<file path="config.mk">
export PLATFORM = sky130hd
export DESIGN_NAME = wbk_chr_mapper
export DESIGN_NICKNAME = d
export VERILOG_FILES = /design/src/rtl/wbk_pkg.sv /design/src/rtl/wbk_regfile.sv /design/src/rtl/wbk_pattern_map.sv /design/src/rtl/wbk_name_map.sv /design/src/rtl/wbk_chr_mapper.sv
export SDC_FILE = /design/constraint.sdc
export NUM_CORES = 1
export LEC_CHECK = 0
export CORE_AREA = 2 2 143 145
export DETAILED_ROUTE_END_ITERATION = 6
export DIE_AREA = 0 0 145 147
export PLACE_DENSITY_LB_ADDON = 0.15
export SLEW_MARGIN = 15
export SYNTH_ARGS = -nofsm -noshare
export SYNTH_HDL_FRONTEND = slang
export SYNTH_SLANG_ARGS = --single-unit
</file>
<file path="constraint.sdc">
create_clock -name clk -period 2.9 [get_ports clk]
set_input_delay 0.58 -clock clk [delete_from_list [all_inputs] [get_ports clk]]
set_output_delay 0.58 -clock clk [all_outputs]
set_load 0.05 [all_outputs]
</file>
<file path="src/rtl/wbk_pkg.sv">
package wbk_pkg;
  localparam int BYTE_W  = 8;
  localparam int BANK_W  = 2 * BYTE_W;
  localparam int NUM_PAT = 8;
  localparam int NUM_NT  = 4;
  localparam int PAT_IW  = $clog2(NUM_PAT);
  localparam int NT_IW   = $clog2(NUM_NT);

  typedef logic [BANK_W-1:0] bank_t;

  typedef enum logic [1:0] {
    PM_8K = 2'd0,
    PM_4K = 2'd1,
    PM_2K = 2'd2,
    PM_1K = 2'd3
  } pat_mode_e;

  localparam logic [3:0] PAGE_PLO = 4'h9;
  localparam logic [3:0] PAGE_PHI = 4'hA;
  localparam logic [3:0] PAGE_NT  = 4'hB;
  localparam logic [3:0] PAGE_CTL = 4'hD;
endpackage

</file>
<file path="src/rtl/wbk_regfile.sv">
module wbk_regfile
  import wbk_pkg::*;
(
  input  logic                   clk,
  input  logic                   rst_n,
  input  logic                   wr_valid,
  input  logic [15:0]            wr_addr,
  input  logic [BYTE_W-1:0]      wr_data,
  output bank_t [NUM_PAT-1:0]    pat_bank,
  output bank_t [NUM_NT-1:0]     nt_bank,
  output pat_mode_e              pat_mode,
  output logic [1:0]             mir_type,
  output logic                   rom_nt
);
  logic [NUM_PAT-1:0][BYTE_W-1:0] plo_q, phi_q;
  logic [NUM_NT-1:0][BYTE_W-1:0]  nlo_q, nhi_q, nlo_n, nhi_n;
  pat_mode_e                      mode_q;
  logic [1:0]                     mir_q;
  logic                           rom_q, rom_n;
  logic [NUM_NT-1:0]              ident_n, ident_q;
  logic [8:0]                     unused_addr_bits;

  assign unused_addr_bits = wr_addr[11:3];

  logic [3:0]        page;
  logic [PAT_IW-1:0] pidx;
  logic [NT_IW-1:0]  nidx;
  logic              nhigh;
  assign page  = wr_addr[15:12];
  assign pidx  = wr_addr[PAT_IW-1:0];
  assign nidx  = wr_addr[NT_IW-1:0];
  assign nhigh = wr_addr[NT_IW];

  logic hit_plo, hit_phi, hit_nt, hit_ctl, hit_mir;
  assign hit_plo = wr_valid && page == PAGE_PLO;
  assign hit_phi = wr_valid && page == PAGE_PHI;
  assign hit_nt  = wr_valid && page == PAGE_NT;
  assign hit_ctl = wr_valid && page == PAGE_CTL && wr_addr[2:0] == 3'd0;
  assign hit_mir = wr_valid && page == PAGE_CTL && wr_addr[2:0] == 3'd1;

  // nametable bytes as they will be after this cycle's write
  always_comb begin
    nlo_n = nlo_q;
    nhi_n = nhi_q;
    if (hit_nt) begin
      if (nhigh) nhi_n[nidx] = wr_data;
      else       nlo_n[nidx] = wr_data;
    end
  end

  for (genvar g = 0; g < NUM_NT; g++) begin : g_ident
    assign ident_n[g] = (nhi_n[g] == '0) && (nlo_n[g] == BYTE_W'(g));
    assign ident_q[g] = (nhi_q[g] == '0) && (nlo_q[g] == BYTE_W'(g));
  end

  always_comb begin
    rom_n = rom_q;
    if (hit_ctl)     rom_n = wr_data[5] & ~(|ident_n);
    else if (hit_nt) rom_n = rom_q & ~(|ident_n);
  end

  always_ff @(posedge clk) begin
    if (!rst_n) begin
      for (int i = 0; i < NUM_PAT; i++) plo_q[i] <= BYTE_W'(i);
      phi_q  <= '0;
      nlo_q  <= '0;
      nhi_q  <= '0;
      mode_q <= PM_8K;
      mir_q  <= 2'd0;
      rom_q  <= 1'b0;
    end else begin
      if (hit_plo) plo_q[pidx] <= wr_data;
      if (hit_phi) phi_q[pidx] <= wr_data;
      nlo_q <= nlo_n;
      nhi_q <= nhi_n;
      if (hit_ctl) mode_q <= pat_mode_e'(wr_data[4:3]);
      if (hit_mir) mir_q  <= wr_data[1:0];
      rom_q <= rom_n;
    end
  end

  for (genvar g = 0; g < NUM_PAT; g++) begin : g_pat
    assign pat_bank[g] = {phi_q[g], plo_q[g]};
  end
  for (genvar g = 0; g < NUM_NT; g++) begin : g_nt
    assign nt_bank[g] = {nhi_q[g], nlo_q[g]};
  end
  assign pat_mode = mode_q;
  assign mir_type = mir_q;
  assign rom_nt   = rom_q;


  pat_lo_load_chk: assert property (@(posedge clk) disable iff (!rst_n)
    hit_plo |=> plo_q[$past(pidx)] == $past(wr_data));


  rom_no_identity_chk: assert property (@(posedge clk) disable iff (!rst_n)
    rom_q |-> !(|ident_q));


  ctl_other_stable_chk: assert property (@(posedge clk) disable iff (!rst_n)
    (wr_valid && page == PAGE_CTL && wr_addr[2:0] != 3'd0) |=>
      ($stable(rom_q) && $stable(mode_q)));
endmodule

</file>
<file path="src/rtl/wbk_pattern_map.sv">
module wbk_pattern_map
  import wbk_pkg::*;
#(
  parameter int CHR_AW = 20
) (
  input  logic                 clk,
  input  logic                 rst_n,
  input  bank_t [NUM_PAT-1:0]  pat_bank,
  input  pat_mode_e            pat_mode,
  input  logic [12:0]          ppu_off,
  output logic [CHR_AW-1:0]    pat_addr
);
  localparam int FW = BANK_W + 13;

  always_comb begin
    unique case (pat_mode)
      PM_8K: pat_addr = CHR_AW'((FW'(pat_bank[0]) << 13) | FW'(ppu_off[12:0]));
      PM_4K: pat_addr = CHR_AW'((FW'(pat_bank[{ppu_off[12], 2'b00}]) << 12)
                                | FW'(ppu_off[11:0]));
      PM_2K: pat_addr = CHR_AW'((FW'(pat_bank[{ppu_off[12:11], 1'b0}]) << 11)
                                | FW'(ppu_off[10:0]));
      default: pat_addr = CHR_AW'((FW'(pat_bank[ppu_off[12:10]]) << 10)
                                  | FW'(ppu_off[9:0]));
    endcase
  end


  mode0_offset_chk: assert property (@(posedge clk) disable iff (!rst_n)
    (pat_mode == PM_8K) |-> (pat_addr[12:0] == ppu_off));
endmodule

</file>
<file path="src/rtl/wbk_name_map.sv">
module wbk_name_map
  import wbk_pkg::*;
#(
  parameter int CHR_AW = 20
) (
  input  logic                clk,
  input  logic                rst_n,
  input  logic                rom_nt,
  input  logic [1:0]          mir_type,
  input  bank_t [NUM_NT-1:0]  nt_bank,
  input  logic                nt_region,
  input  logic [11:0]         nt_offset,
  input  logic [CHR_AW-1:0]   pat_addr,
  output logic [CHR_AW-1:0]   chr_addr,
  output logic                rom_sel,
  output logic                ciram_sel,
  output logic                ciram_a10
);
  localparam int FW = BANK_W + 10;

  always_comb begin
    chr_addr  = '0;
    rom_sel   = 1'b0;
    ciram_sel = 1'b0;
    ciram_a10 = 1'b0;
    if (!nt_region) begin
      rom_sel  = 1'b1;
      chr_addr = pat_addr;
    end else if (rom_nt) begin
      rom_sel  = 1'b1;
      chr_addr = CHR_AW'((FW'(nt_bank[nt_offset[11:10]]) << 10) | FW'(nt_offset[9:0]));
    end else begin
      ciram_sel = 1'b1;
      unique case (mir_type)
        2'd0:    ciram_a10 = nt_offset[10];
        2'd1:    ciram_a10 = nt_offset[11];
        default: ciram_a10 = 1'b0;
      endcase
    end
  end


  pattern_to_rom_chk: assert property (@(posedge clk) disable iff (!rst_n)
    !nt_region |-> (rom_sel && !ciram_sel && chr_addr == pat_addr));


  sel_exclusive_chk: assert property (@(posedge clk) disable iff (!rst_n)
    rom_sel != ciram_sel);


  single_screen_chk: assert property (@(posedge clk) disable iff (!rst_n)
    (nt_region && !rom_nt && mir_type[1]) |-> !ciram_a10);
endmodule

</file>
<file path="src/rtl/wbk_chr_mapper.sv">
module wbk_chr_mapper
  import wbk_pkg::*;
#(
  parameter int CHR_AW = 20
) (
  input  logic               clk,
  input  logic               rst_n,
  input  logic               wr_valid,
  input  logic [15:0]        wr_addr,
  input  logic [7:0]         wr_data,
  input  logic [13:0]        ppu_addr,
  output logic [CHR_AW-1:0]  chr_addr,
  output logic               rom_sel,
  output logic               ciram_sel,
  output logic               ciram_a10
);
  bank_t [NUM_PAT-1:0] pat_bank;
  bank_t [NUM_NT-1:0]  nt_bank;
  pat_mode_e           pat_mode;
  logic [1:0]          mir_type;
  logic                rom_nt;
  logic [CHR_AW-1:0]   pat_addr;

  wbk_regfile u_regs (
    .clk      (clk),
    .rst_n    (rst_n),
    .wr_valid (wr_valid),
    .wr_addr  (wr_addr),
    .wr_data  (wr_data),
    .pat_bank (pat_bank),
    .nt_bank  (nt_bank),
    .pat_mode (pat_mode),
    .mir_type (mir_type),
    .rom_nt   (rom_nt)
  );

  wbk_pattern_map #(.CHR_AW(CHR_AW)) u_pat (
    .clk      (clk),
    .rst_n    (rst_n),
    .pat_bank (pat_bank),
    .pat_mode (pat_mode),
    .ppu_off  (ppu_addr[12:0]),
    .pat_addr (pat_addr)
  );

  wbk_name_map #(.CHR_AW(CHR_AW)) u_nt (
    .clk       (clk),
    .rst_n     (rst_n),
    .rom_nt    (rom_nt),
    .mir_type  (mir_type),
    .nt_bank   (nt_bank),
    .nt_region (ppu_addr[13]),
    .nt_offset (ppu_addr[11:0]),
    .pat_addr  (pat_addr),
    .chr_addr  (chr_addr),
    .rom_sel   (rom_sel),
    .ciram_sel (ciram_sel),
    .ciram_a10 (ciram_a10)
  );
endmodule

</file>
==> results_dict.tcl, run 1 <==
set metrics [dict create \
    synthesis.nets 840 \
    post-route-drc-count 0 \
    final_common_cell "dfxtp_1" \
    ys_seq_area_share_pct 38.4 \
    drv_cap 0 \
    synth.avg_cell_area_um2 9.73 \
    die_y_um 147 \
    fp-row-count 52 \
    p_seq_share_pct 42.2 \
    max_freq_ghz 0.354 \
    yosysTopAreaCell "dfxtp_1" \
    grt_max_degree 71 \
    status "completed" \
    postLayoutCellArea_um2 9710 \
    crit_required_ns 2.32 \
    cp-start-kind "primary input" \
    power_switching_mw 1.17 \
    worstSkewPairLatency_ns 0.43 \
    placed_cell_area_um2 8950 \
    core_um2 19800 \
    cts_hold_buf 0 \
    hp-class "flip-flop to flip-flop" \
    endpoint_kind "output port" \
    grt_pass1_wl_um 35900 \
    hold_violations 0 \
    cts_root_buffer "clkbuf_16" \
    period_needed_ns 2.82 \
    num-fill-cells 1846 \
    synthFlopType "dfxtp_1" \
    h-tree-depth 4 \
    p_leak_nw 3.36 \
    totalWireLength_um 22600 \
    synth-edff-count 0 \
    drv_slew 0 \
    fin_cells 1154 \
    vias_per_cell 5.39 \
    hold_ws_ns 0.448 \
    gr-usage-all-layers_pct 21.7 \
    finalWeightedCongestion 0.907 \
    finalPower_mw 4.87 \
    synthArstFlopShare_pct 0 \
    vias 6217 \
    p_clk_share_pct 47.9 \
    clkSinkCount 149 \
    cts_tree "yes" \
    port_buffers 54 \
    power.ir.vdd_worst_mv 0.435 \
    synth_cells 799 \
    syn2layout_area_growth_pct 24.9 \
    fin_skew_ns 0.00948 \
    grt_pass1_vias 6256 \
    drt_iter0_drc 450 \
    nets 911 \
    p_int_mw 3.70 \
    place_hpwl_um 15900 \
    synth.area.top_cells "dfxtp_1 38%, mux2i_1 16%, mux4_2 10%, nor2b_1 7.9%, nand2_1 5.5%" \
    synthDistinctLibCells 48 \
    fin_crit_sh_pct 97.3 \
    firstDrtPassIters 5 \
    combPwrFrac_pct 9.9 \
    wire_per_inst_um 19.6 \
    synth-seq-cells 149 \
    clockBufferDepth 2 \
    numCtsBuffers 17 \
    final_antenna_net_count 0 \
    initial_core_util_pct 39.2 \
    p_per_area_nw_per_um2 501 \
    layout_common_cells "149 x dfxtp_1, 126 x mux2i_1, 114 x nand2_1" \
    grt_overflow 0 \
    setup_viol 0 \
    placed_cells_incl_taps 1114 \
    cts.clk_slew.worst_paths_ns 0.06 \
    yosysWarnings 0 \
    tightest_slew_ns 0.651 \
    drive_gt1_share_pct 21.7 \
    tns_ns 0 \
    crit_fanout 7 \
    slew_headroom_pct 56.6 \
    grt_antenna_before_repair 0 \
    synth_area_um2 7780 \
    p_sw_share_pct 23.9 \
    ios 64 \
    die_x_um 145 \
    crit_arrival_ns 2.24 \
    yosysTopAreaCellShare_pct 38.4 \
    dieArea_um2 21300 \
    crit_type "primary input to output port" \
]
==> area by class of cell <==
type	count	area [µm²]	share of cell area (%)
inverter	3	11.3	0.116
antenna	1	2.50	0.0258
tap	270	338	3.48
timing repair buffer	122	1220	12.6
clock inverter	12	178	1.83
clock buffer	20	437	4.50
sequential	149	2980	30.7
multi-input combinational	577	4540	46.8
==> power groups by stage <==
stage | clock [mW] | sequential [mW] | combinational, mW
4_1_cts | 2.37 | 2.05 | 0.474
6_report | 2.33 | 2.05 | 0.484
3_3_place_gp | 0 | 2.10 | 0.459
2_1_floorplan | 0 | 2.10 | 0.268
3_5_place_dp | 0 | 2.10 | 0.464
5_1_grt | 2.45 | 2.05 | 0.510
==> through the flow <==
stage | setup slack [ns] | utilization [%]
2_1_floorplan | 0.0480 | -
3_3_place_gp | -0.0944 | 45.1
3_5_place_dp | -0.0963 | 45.1
4_1_cts | 0.0299 | 48.5
5_1_grt | -0.00109 | 48.9
6_report | 0.0786 | 48.9
==> worst max-delay path, cell delays in order <==
cell             delay, ns
clkdlybuf4s15_1       0.30
bufbuf_16             0.32
mux4_2                0.28
o21ai_0               0.16
a21oi_1               0.06
nor3_1                0.18
buf_4                 0.15
a21oi_2               0.04
buf_4                 0.19
==> per-layer routing <==
metal / track usage, % / vias to the layer above / share of wire (%)
met5: 0 / - / 0
met4: 7.03 / 0 / 2.2
met3: 4.44 / 38 / 4.8
met2: 36.5 / 181 / 48
met1: 28.1 / 3054 / 45
li1: - / 2944 / -
==> timing repair <==
action,4_1_cts,5_1_grt
gates cloned,1,1
buffers inserted,1,4
pin swaps,0,1
setup endpoints to repair,9,6
gates resized for setup,7,8
==> cell usage after synthesis, types with 7 or more instances <==
master and n:
mux2i_1 126, buf_2 14, dfxtp_1 149, mux4_2 36, nor3_1 15, clkbuf_1 44
and2_1 10, nor2_1 22, nor2b_1 98, nand2_1 114, o21ai_0 9, buf_1 7
a21oi_1 20, a21boi_1 41, nor4_1 14
==> flip-flops by register name, summed over array words and instances (netlist names) <==
register / cells
u_regs.mir_type: 2
u_regs.nt_bank: 64
u_regs.pat_bank: 80
u_regs.pat_mode: 2
u_regs.rom_nt: 1
==> path summary, 6_finish.rpt <==
check	slack, ns	depth (start not counted)	end	from
worst max-delay path	0.08	9	chr_addr[17]	ppu_addr[12]
worst min register to register	0.45	2	u_regs.nt_bank[61]	u_regs.nt_bank[61]
worst min-delay path	0.45	2	u_regs.nt_bank[61]	u_regs.nt_bank[61]
worst max register to register	1.13	5	u_regs.rom_nt	u_regs.nt_bank[57]
==> kinds of logic (layout without fill, tap and decap cells) <==
group	Yosys count	count (layout)	share of synthesized area, %
compound gates	91	91	7.77
buf+inv	73	157	4.13
flops	149	149	38.4
simple gates	323	323	23.0
mux	163	163	26.8
other cells	0	1	0
No activity file was read; power rests on OpenSTA's default activity.
==> run 2: changes to the inputs <==
--- a/config.mk
+++ b/config.mk
@@ -5,6 +5,7 @@
 export SDC_FILE = /design/constraint.sdc
 export NUM_CORES = 1
 export LEC_CHECK = 0
+export CAP_MARGIN = 30
 export CORE_AREA = 2 2 143 145
 export DETAILED_ROUTE_END_ITERATION = 6
 export DIE_AREA = 0 0 145 147
==> results of run 2 <==
Same layout as run 1: the final DEF is identical, and so are final timing and power.
